File: src/rtl/lpa_pkg.sv
package lpa_pkg;

    localparam int LPA_LINES = 2;
    localparam int LPA_IDX_W = 5;

    localparam logic [LPA_LINES-1:0] LPA_STAT_LOWEST = 2'b11;
    localparam logic [LPA_LINES-1:0] LPA_ACK_CODE    = 2'b10;

    typedef enum logic [2:0] {
        PH_OFF,
        PH_START,
        PH_STATUS,
        PH_PRIO,
        PH_TIE,
        PH_ACK,
        PH_IDLE
    } lpa_phase_e;

    typedef struct packed {
        lpa_phase_e            phase;
        logic [LPA_IDX_W-1:0]  idx;
        logic                  last;
    } lpa_slot_t;

    typedef struct packed {
        logic active;
        logic win;
        logic acc;
    } lpa_state_t;

    // contestant leaves the line released but sees it asserted
    function automatic logic lpa_drops(input logic active, input logic drove, input logic seen);
        return active & ~drove & seen;
    endfunction

    function automatic logic lpa_is_arb(input lpa_phase_e ph);
        return (ph == PH_PRIO) || (ph == PH_TIE);
    endfunction

endpackage

File: src/rtl/lpa_phase_dec.sv
module lpa_phase_dec
    import lpa_pkg::*;
#(
    parameter int CNT_W      = 6,
    parameter int PRIO_W     = 8,
    parameter int ID_W       = 4,
    parameter int START_CYC  = 1,
    parameter int STATUS_CYC = 20
) (
    input  logic [CNT_W-1:0] cyc_num,
    input  logic             cyc_valid,
    output lpa_slot_t        slot
);

    localparam int PRIO_FIRST = STATUS_CYC + 1;
    localparam int ID_FIRST   = PRIO_FIRST + PRIO_W;
    localparam int ACK_CYC    = ID_FIRST + ID_W;
    localparam int IDLE_CYC   = ACK_CYC + 1;

    logic [CNT_W-1:0] prio_off;
    logic [CNT_W-1:0] id_off;

    always_comb begin
        prio_off = cyc_num - CNT_W'(PRIO_FIRST);
        id_off   = cyc_num - CNT_W'(ID_FIRST);
        slot     = '{phase: PH_OFF, idx: '0, last: 1'b0};
        if (cyc_valid) begin
            if (cyc_num == CNT_W'(START_CYC)) begin
                slot.phase = PH_START;
            end else if (cyc_num == CNT_W'(STATUS_CYC)) begin
                slot.phase = PH_STATUS;
            end else if (cyc_num >= CNT_W'(PRIO_FIRST) && cyc_num < CNT_W'(ID_FIRST)) begin
                slot.phase = PH_PRIO;
                slot.idx   = LPA_IDX_W'(PRIO_W - 1) - LPA_IDX_W'(prio_off);
            end else if (cyc_num >= CNT_W'(ID_FIRST) && cyc_num < CNT_W'(ACK_CYC)) begin
                slot.phase = PH_TIE;
                slot.idx   = LPA_IDX_W'(ID_W - 1) - LPA_IDX_W'(id_off);
                slot.last  = (id_off == CNT_W'(ID_W - 1));
            end else if (cyc_num == CNT_W'(ACK_CYC)) begin
                slot.phase = PH_ACK;
            end else if (cyc_num == CNT_W'(IDLE_CYC)) begin
                slot.phase = PH_IDLE;
            end
        end
    end

endmodule

File: src/rtl/lpa_bit_pick.sv
module lpa_bit_pick
    import lpa_pkg::*;
#(
    parameter int W = 8
) (
    input  logic [W-1:0]         val,
    input  logic [LPA_IDX_W-1:0] idx,
    output logic                 pick
);

    logic [W-1:0] hit;

    for (genvar i = 0; i < W; i++) begin : g_hit
        assign hit[i] = val[i] & (idx == LPA_IDX_W'(i));
    end

    assign pick = |hit;

endmodule

File: src/rtl/lpa_elim.sv
module lpa_elim
    import lpa_pkg::*;
#(
    parameter int ARB_LINE = 0
) (
    input  logic                 clk,
    input  logic                 rst,
    input  lpa_phase_e           phase,
    input  logic                 last,
    input  logic                 drive_bit,
    input  logic                 slot_free,
    input  logic [LPA_LINES-1:0] bus_in,
    output lpa_state_t           st
);

    logic drop;

    assign drop = lpa_drops(st.active, drive_bit, bus_in[ARB_LINE]);

    always_ff @(posedge clk) begin
        if (rst) begin
            st <= '0;
        end else begin
            st.acc <= 1'b0;
            case (phase)
                PH_START: begin
                    st.active <= 1'b0;
                    st.win    <= 1'b0;
                end
                PH_STATUS: begin
                    st.active <= slot_free && (bus_in == LPA_STAT_LOWEST);
                end
                PH_PRIO: begin
                    if (drop) st.active <= 1'b0;
                end
                PH_TIE: begin
                    if (drop) st.active <= 1'b0;
                    if (last) st.win <= st.active & ~drop;
                end
                PH_ACK: begin
                    st.acc <= st.win;
                end
                default: ;
            endcase
        end
    end

endmodule

File: src/rtl/lpa_participant.sv
module lpa_participant
    import lpa_pkg::*;
#(
    parameter int CNT_W      = 6,
    parameter int PRIO_W     = 8,
    parameter int ID_W       = 4,
    parameter int STATUS_CYC = 20,
    parameter int ARB_LINE   = 0,
    parameter bit LOW_WINS   = 1'b1
) (
    input  logic              clk,
    input  logic              rst,
    input  logic [CNT_W-1:0]  cyc_num,
    input  logic              cyc_valid,
    input  logic [PRIO_W-1:0] prio,
    input  logic [ID_W-1:0]   arb_id,
    input  logic              slot_free,
    input  logic [1:0]        bus_in,
    output logic [1:0]        drv_en,
    output logic              win,
    output logic              accept
);

    localparam int START_CYC  = 1;
    localparam int PRIO_FIRST = STATUS_CYC + 1;
    localparam int ID_FIRST   = PRIO_FIRST + PRIO_W;
    localparam int ACK_CYC    = ID_FIRST + ID_W;

    lpa_slot_t         slot;
    lpa_state_t        st;
    logic [PRIO_W-1:0] prio_key;
    logic              prio_pick;
    logic              id_pick;
    logic              want;
    logic              drive_bit;

    if (LOW_WINS) begin : g_low_wins
        assign prio_key = ~prio;
    end else begin : g_high_wins
        assign prio_key = prio;
    end

    lpa_phase_dec #(
        .CNT_W      (CNT_W),
        .PRIO_W     (PRIO_W),
        .ID_W       (ID_W),
        .START_CYC  (START_CYC),
        .STATUS_CYC (STATUS_CYC)
    ) u_dec (
        .cyc_num   (cyc_num),
        .cyc_valid (cyc_valid),
        .slot      (slot)
    );

    lpa_bit_pick #(.W(PRIO_W)) u_prio_pick (
        .val  (prio_key),
        .idx  (slot.idx),
        .pick (prio_pick)
    );

    lpa_bit_pick #(.W(ID_W)) u_id_pick (
        .val  (arb_id),
        .idx  (slot.idx),
        .pick (id_pick)
    );

    lpa_elim #(.ARB_LINE(ARB_LINE)) u_elim (
        .clk       (clk),
        .rst       (rst),
        .phase     (slot.phase),
        .last      (slot.last),
        .drive_bit (drive_bit),
        .slot_free (slot_free),
        .bus_in    (bus_in),
        .st        (st)
    );

    always_comb begin
        case (slot.phase)
            PH_PRIO: want = prio_pick;
            PH_TIE:  want = id_pick;
            default: want = 1'b0;
        endcase
        drive_bit = st.active & want & lpa_is_arb(slot.phase);
        drv_en    = '0;
        drv_en[ARB_LINE] = drive_bit;
        if (slot.phase == PH_ACK && st.win) begin
            drv_en = LPA_ACK_CODE;
        end
    end

    assign win    = st.win;
    assign accept = st.acc;

endmodule

File: config.mk
export PLATFORM = sky130hd
export DESIGN_NAME = lpa_participant
export DESIGN_NICKNAME = d
export VERILOG_FILES = /design/src/rtl/lpa_pkg.sv /design/src/rtl/lpa_phase_dec.sv /design/src/rtl/lpa_bit_pick.sv /design/src/rtl/lpa_elim.sv /design/src/rtl/lpa_participant.sv
export SDC_FILE = /design/constraint.sdc
export NUM_CORES = 1
export LEC_CHECK = 0
export ABC_AREA = 1
export BUFFER_PORTS_ARGS = -buffer_cell sky130_fd_sc_hd__buf_4
export CORE_MARGIN = 2
export CORE_UTILIZATION = 55
export CTS_CLUSTER_SIZE = 8
export DETAILED_ROUTE_END_ITERATION = 6
export GPL_ROUTABILITY_DRIVEN = 0
export GPL_TIMING_DRIVEN = 0
export HOLD_SLACK_MARGIN = 0.08
export PLACE_DENSITY_LB_ADDON = 0.3
export SETUP_SLACK_MARGIN = 0.2
export SLEW_MARGIN = 30
export SYNTH_ARGS = -nofsm -noshare
export SYNTH_HDL_FRONTEND = slang
export SYNTH_SLANG_ARGS = --single-unit
File: constraint.sdc
create_clock -name clk -period 11 [get_ports clk]
set_clock_uncertainty 0.05 [all_clocks]
set_input_delay 3.3 -clock clk [delete_from_list [all_inputs] [get_ports clk]]
set_output_delay 3.3 -clock clk [all_outputs]
set_load 0.1 [all_outputs]
==> metrics <==
hold depth=2; max_cap viols=0; share of layout cells above drive strength 1=33.2%; DR iter-0 viols=15; pwr dens=57.2 nW/um^2; netlist area before placement=940 sq um; Final Hold Viols=0; Synth Flop Type=dfxtp_1; CTS tree=done; Top Layer Used=met4; drt drc=0; antenna fix cells=0; maximum VDD drop=0.0000342 V; Clock Latency Late Sink=0.24 ns; Req. time, crit path=7.65 ns; total number of vias=1124; Largest Register=u_elim.st; LEAKAGE=0.635 nW; crit-path max cell delay=0.30 ns; Post-synth ARST share=0%; sequential area share after synthesis=6.39%; post-cts repair resize count=0; worst reg2reg startpoint=u_elim.st[2]; die area=2060 sq um; Syn-to-layout area delta=24.9%; post-synth top area cell=nand2_1; Initial Utilization=60.3%; wire per inst=10.9 um; DP Wirelength=1.91 mm; Synth Net Count=190; CP startpoint kind=input port; met2 WL=1.11 mm; WL met1=966 um; max reg flops=3; Ports=28; vias per inst=5.46; Reg2Reg Depth=8; worst path bufs/invs=4; Slew @ Worst Pin=0.310 ns; Synth Instances=161; initial antenna violation count=0; synth warn=0; Final WS setup=1.96 ns; Synth top area share=14.0%; pre-CTS worst setup slack=1.98 ns; Routed Wire Length=2.25 mm; final hold slack=0.429 ns; Die Y=45.3 um; R2R setup slack=9.87 ns; Setup TNS Final=0 ns; delay-heaviest family, CP=simple AND/OR/NAND/NOR gates; clk root buf=clkbuf_4; CP most frequent cell=nand2_1; clk slew on worst S/H paths=0.04 ns; grt ovf=0; Synth Register Bits=3; Die W=45.3 um; Port-buffer cells=25; HP Class=flip-flop to flip-flop; Mean Syn Cell Area=5.84 sq um; Post-CTS Hold Fix Bufs=0; deepest clock path buffer count=2; Worst path slowest cell=ha_1; largest net degree at the start of global routing=10; global-route usage over all layers=24.8%; biggest regs=u_elim.st x3; drt pass-1 iters=4; worst setup path class=input port to output port; Final Cycle Share=82.2%; critical path peak fanout=8; CP endpoint kind=output port; final setup fails=0; reg2reg end=u_elim.st[2]; Synth cell types=31; vias in the first global route=1000; min Tclk post-route=9.04 ns; Routed Antenna Nets=0; CTS buffer count=3; H-tree depth=1; synth top area cells=nand2_1 (14%), inv_1 (9.2%), nand3_1 (7.5%), nor2_1 (6.8%), ha_1 (6.7%); Post-synth EDFFs=0; clk sink count=3; maximum clock rate=0.111 GHz; Max transition margin=79.4%; num rows=14; metal3 WL=117 um; first-pass GRT wire length=3.82 mm; hold path endpoint=u_elim.st[0]; crit path cell chain=buf_4 > inv_1 > ha_1 > nor2_4 > or2_2 > ha_1 > inv_1 > nand2_1 > nand2_1 > nor2_2 > nor2_4 > nand4_1 > nand2_1 > nor2_1 > nand2_1 > nand2_1 > nand2_1 > buf_4; fin. max-slew vios=0; core box area=1560 sq um; hold path start=u_elim.st[1]; CP arrival=5.69 ns; layout net count=220; Post-CTS Repair Setup Buffers=0; RSZ-0062 raised after global routing=no; status=complete, no violations
[worst max path at each step]
stage,from,slack (ns),cells past startpoint,to
6_report,cyc_num[0],1.96,18,drv_en[0]
5_1_grt,cyc_num[0],1.78,18,drv_en[0]
4_1_cts,cyc_num[0],1.97,18,drv_en[0]
3_5_place_dp,cyc_num[0],1.98,18,drv_en[0]
3_3_place_gp,cyc_num[0],2.05,18,drv_en[0]
2_1_floorplan,cyc_num[0],1.16,12,drv_en[1]
[layout make-up]
class	count	area, sq um
inverter	30	113
tap	16	20.0
buffer	2	18.8
sequential	3	60.1
clock buffer	4	26.3
multi-input combinational	126	748
fill	131	385
timing repair buffer	25	188
[power by group]
group / internal (mW) / leakage (nW) / switching [mW]
sequential: 0.0110 / 0.0242 / 0.0000209
clock: 0.0136 / 0.0150 / 0.00616
combinational: 0.0149 / 0.596 / 0.0214
total: 0.0395 / 0.635 / 0.0276
[layer usage]
layer  vias to the layer above  GRT usage [%]
met2                        43           41.4
met5                         -              0
met4                         0           14.7
li1                        582              -
met1                       493           30.1
met3                         6           3.20
[through the flow]
stage	cells	utilization [%]	instance area (sq um)	power [mW]
final	206	75.3	1170	0.0671
after global routing	206	75.3	1170	0.0727
after CTS	206	75.3	1170	0.0675
after detailed placement	202	73.6	1150	0.0471
after global placement	202	73.6	1150	0.0456
after floorplan	161	-	940	0.0357
[cells in the mapped netlist (2+ instances only)]
master,number
nand2_1,35
xor2_1,2
nand3_2,3
nor2_4,4
dfxtp_1,3
nand2_4,3
nor3_1,4
inv_2,7
nand4_1,10
nor2_2,5
ha_1,5
a21oi_1,4
nor4_1,2
nand3_1,14
nand2_2,5
inv_1,23
o21ai_0,2
nor2_1,17
[worst min-delay path: cells and delay by family (launching register included)]
family / cells / cell delay [ns]
DFF: 1 / 0.30
buffers and inverters: 1 / 0.08
and+or+nand+nor: 1 / 0.06
[placed cells by master, fill, tap and decap left out, types with 2 or more instances in the layout]
cell,netlist,routed
nor3_1,4,4
inv_2,7,7
inv_1,23,23
nor2_1,17,17
xor2_1,2,2
nor2_2,5,5
a21oi_1,4,4
ha_1,5,5
nand2_2,5,5
clkbuf_4,0,3
nand3_1,14,14
nand2_1,35,35
o21ai_0,2,2
nand3_2,3,3
dfxtp_1,3,3
buf_4,1,26
nand2_4,3,3
nor4_1,2,2
nor2_4,4,4
nand4_1,10,10
[logic make-up after synthesis]
kind of cell,Yosys count,share of synthesized area (%)
adder cells (fa/ha/maj),5,6.66
buffers and inverters,32,14.0
AND/OR/NAND/NOR,105,60.6
XOR/XNOR,3,2.80
flip-flops,3,6.39
AO/OA/AOI/OAI,13,9.59
Note: power is estimated with default switching activity, not from simulation.
